--- src/rtl/irq_ack_unit.sv ---
module irq_ack_unit #(
  parameter int NUM_IRQ = 64,
  parameter int PRIO_W  = 8,
  localparam int IDX_W  = $clog2(NUM_IRQ)
) (
  input  logic               clk,
  input  logic               rst_n,
  input  logic [NUM_IRQ-1:0] pend_set,
  input  logic               cfg_we,
  input  logic [IDX_W-1:0]   cfg_id,
  input  logic [PRIO_W-1:0]  cfg_prio,
  input  logic               cfg_group,
  input  logic               ack_ctl,
  input  logic               rd_en,
  input  logic [7:0]         rd_addr,
  input  logic               rd_secure,
  output logic [31:0]        rd_data,
  output logic               irq_out,
  output logic [NUM_IRQ-1:0] pend_q,
  output logic [NUM_IRQ-1:0] act_q,
  output logic [PRIO_W-1:0]  run_prio,
  output logic [9:0]         run_id,
  output logic [9:0]         nest_prev_id
);
  localparam logic [7:0] OFS_ACK = 8'h0C;
  localparam logic [7:0] OFS_RPR = 8'h14;
  localparam logic [9:0] ID_NONE = 10'd1023;
  localparam logic [9:0] ID_WRONG_GRP = 10'd1022;

  logic [PRIO_W-1:0] prio_q [NUM_IRQ];
  logic [9:0]        last_q [NUM_IRQ];
  logic [NUM_IRQ-1:0] grp_q;

  logic              best_ok;
  logic [IDX_W-1:0]  best_id;
  logic [PRIO_W-1:0] best_pr;

  always_comb begin
    best_ok = 1'b0;
    best_id = '0;
    best_pr = '1;
    for (int i = 0; i < NUM_IRQ; i++) begin
      if (pend_q[i] && (!best_ok || prio_q[i] < best_pr)) begin
        best_ok = 1'b1;
        best_id = IDX_W'(i);
        best_pr = prio_q[i];
      end
    end
  end

  logic       group_ok, beats, do_ack;
  logic [9:0] ack_code;
  logic [NUM_IRQ-1:0] ack_clr;

  assign group_ok = grp_q[best_id] ? (!rd_secure || ack_ctl) : rd_secure;
  assign beats    = best_pr < run_prio;
  assign do_ack   = rd_en && rd_addr == OFS_ACK && best_ok && group_ok && beats;
  assign ack_code = !best_ok  ? ID_NONE :
                    !group_ok ? ID_WRONG_GRP :
                    !beats    ? ID_NONE : 10'(best_id);
  assign ack_clr  = do_ack ? (NUM_IRQ'(1) << best_id) : '0;
  assign irq_out  = best_ok && beats;
  assign nest_prev_id = (run_id == ID_NONE) ? ID_NONE : last_q[run_id[IDX_W-1:0]];

  always_ff @(posedge clk or negedge rst_n) begin
    if (!rst_n) begin
      pend_q   <= '0;
      act_q    <= '0;
      grp_q    <= '0;
      run_prio <= '1;
      run_id   <= ID_NONE;
      rd_data  <= '0;
      for (int i = 0; i < NUM_IRQ; i++) begin
        prio_q[i] <= '0;
        last_q[i] <= ID_NONE;
      end
    end else begin
      pend_q <= (pend_q & ~ack_clr) | pend_set;
      if (cfg_we) begin
        prio_q[cfg_id] <= cfg_prio;
        grp_q[cfg_id]  <= cfg_group;
      end
      if (rd_en) begin
        if (rd_addr == OFS_ACK)      rd_data <= 32'(ack_code);
        else if (rd_addr == OFS_RPR) rd_data <= 32'(run_prio);
        else                         rd_data <= '0;
      end
      if (do_ack) begin
        act_q[best_id]  <= 1'b1;
        last_q[best_id] <= run_id;
        run_id          <= 10'(best_id);
        run_prio        <= best_pr;
      end
    end
  end
endmodule

--- config.mk ---
export PLATFORM = sky130hd
export DESIGN_NAME = irq_ack_unit
export DESIGN_NICKNAME = d
export VERILOG_FILES = /design/src/rtl/irq_ack_unit.sv
export SDC_FILE = /design/constraint.sdc
export NUM_CORES = 2
export LEC_CHECK = 0
export ABC_AREA = 1
export ABC_CLOCK_PERIOD_IN_PS = 138800
export BUFFER_PORTS_ARGS = -buffer_cell sky130_fd_sc_hd__buf_2
export CORE_MARGIN = 1.5
export CORE_UTILIZATION = 45
export CTS_CLUSTER_SIZE = 10
export DETAILED_ROUTE_END_ITERATION = 16
export PLACE_DENSITY = 0.72
export SLEW_MARGIN = 20
export SYNTH_ARGS = -nofsm -noshare
export SYNTH_HDL_FRONTEND = slang
export SYNTH_SLANG_ARGS = --single-unit
--- constraint.sdc ---
create_clock -name clk -period 138.8 [get_ports clk]
set_clock_uncertainty 0.15 [all_clocks]
set_input_delay 27.76 -clock clk [delete_from_list [all_inputs] [get_ports clk]]
set_output_delay 27.76 -clock clk [all_outputs]
set_load 0.01 [all_outputs]
==> out/metrics.cfg <==
[placed_design]
io_buffers=259
gp_congestion=0.978
dp_cells=11600
place_hpwl_mm=165

[sta]
worst_slew_pin_slew_ns=1.32
min_period_ns=116.54
grt_setup_unrepaired=no
maxSlewHeadroom_pct=11.8
slew_violations=0
setup_violations=0
hold_viol=0
period_share_pct=84.0
fmax_ghz=0.00858
fin_tns_setup_ns=0

[setup_path]
worstPathRequired_ns=110.89
cpPeakStageDelay_ns=0.57
cpMostUsedCell=nand2_1
crit_path_max_fanout=51
start_kind=flop
end_kind=output port
crit-reg2reg-launch=pend_q[0]$_DFF_PN0_
r2r_cells=530
cpMaxStageDelayCell=dfrtp_1
critical_path_class=reg2out
r2r_slack_ns=48.27
reg2reg_to=last_q[78]$_DFFE_PN1P_
critPathArrivalTime_ns=88.63

[die]
rows=147
die_area_um2=165000
core_um2=161000
die_h_um=406
initial_core_util_pct=45.4
ios=282
die_width_um=406

[worst_hold_path]
hp-start=act_q[9]$_DFFE_PN0P_
hold_depth=2
min_path_type=reg2reg
min_to=act_q[9]$_DFFE_PN0P_

[cells_and_area]
final_common_cell=nand2_1
post-route-util_pct=48.8
drive_gt1_share_pct=15.6
areaGrowthSynthToFinish_pct=7.65
final_cell_mix=nand2_1, o21ai_0, nor2_1
finalNonFillerCells=11800
fin_nets=9957

[cts]
path_clk_slew_ns=0.06
cts_tree=yes
cts-root-buf=clkbuf_16
clock_latency_ns=0.80
cts-hold-fix-buffers=0
numCtsBuffers=143
cts_sinks=1176
cts_max_path_buffers=3
cts_resized=0
post_cts_buffers=0
htreeDepth=4

[global_route]
track_usage_pct=28.0
antenna_found_initial=20
grt_max_degree=206
grt_pass1_wl_mm=359
grt_pass1_vias=61400
gr-total-overflow=0

[run]
drv_cap=0

[route]
drcViolationCount=0
routed_wl_mm=233
vias=64500
first_pass_iters=6
first_iter_violations=6581
drt-vias-per-instance=5.48
final_antenna_net_count=0
wl_per_cell_um=19.7

[yosys]
synth_ff_type=dfrtp_1
synthArstFlopShare_pct=100
netlist_area_um2=72900
synth-edff-count=0
synth_area_per_cell_um2=7.70
yosysWarnings=0
ys_seq_area_share_pct=41.1
postSynthCellCount=9477
synth_cell_types=71
ys_ff_latch=1176

[outcome]
run_status=complete, no violations

## final cells by class
type	count	area, um2
multi-input cells	7185	36700
clock inverters	23	347
fillers	15700	82200
diodes	5	12.5
repair buffers	316	1780
inverters	718	2920
clock buffers	201	4000
well taps	2160	2700
flip-flops and latches	1176	30000
## worst max-delay path, delay by kind of cell, from the launching register on
family	cells	cell delay, ns
buf+inv	11	1.28
flops	1	0.57
simple gates	279	27.44
fa+ha+maj	64	20.06
compound gates	169	38.21
## how the worst max path moves through the flow
stage / start / to
detailed placement: pend_q[0]$_DFF_PN0_ / irq_out
floorplan: pend_q[0]$_DFF_PN0_ / irq_out
global placement: pend_q[0]$_DFF_PN0_ / irq_out
global route: pend_q[0]$_DFF_PN0_ / irq_out
finish: pend_q[0]$_DFF_PN0_ / irq_out
CTS: pend_q[0]$_DFF_PN0_ / irq_out
## per-layer routing
layer	global-route usage (%)	part of all wire (%)	vias up
met5	0	0.043	-
met4	10.3	3.7	16
met3	5.62	8.6	445
met2	43.3	44	2570
met1	38.8	43	30700
li1	-	-	30800
## cell usage after synthesis (all sizes together) (12+ instances only)
library cell,n,area [um2]
buf,128,1220
o211ai,22,185
nand3b,54,432
nand2,3825,15500
o221ai,42,368
clkinv,29,134
nand3,490,2490
o21ai,985,4940
clkbuf,273,1790
bufbuf,12,349
nor2,811,3980
inv,676,2550
a211oi,64,485
o32ai,70,613
nand4,114,1130
dfrtp,713,17800
mux2i,42,420
ha,324,4050
bufinv,13,228
o21bai,88,732
dfstp,463,12200
nor3,23,115
a21oi,160,808
## cell families (layout without fill, tap and decap cells)
group                      count (synthesis)  count (layout)  share of synthesized area [%]
and+or+nand+nor                         5340            5340                           32.6
muxes                                     42              42                          0.576
other                                      1              27                        0.00514
AOI/OAI and AO/OA                       1457            1457                           11.5
buffers and inverters                   1137            1258                           8.68
adders and majority gates                324             324                           5.56
DFF                                     1176            1176                           41.1
## sequential cells by signal (all words and copies together) (netlist names)
signal    flops
prio_q      512
act_q        64
rd_data       9
last_q      448
run_prio      8
run_id        7
pend_q       64
grp_q        64
## metrics by stage
| stage | hold slack, ns | cell area [um2] | worst slack, ns |
|---|---|---|---|
| 2_1_floorplan | 0.294 | 73000 | 33.53 |
| 3_3_place_gp | 0.290 | 74100 | 28.40 |
| 5_1_grt | 0.321 | 78500 | 13.15 |
| 6_report | 0.303 | 78500 | 22.26 |
| 4_1_cts | 0.308 | 78500 | 23.50 |
| 3_5_place_dp | 0.294 | 74100 | 24.79 |
Power is not shown: default switching activity piles up to over one toggle a cycle in this logic, so the estimate is an artifact.
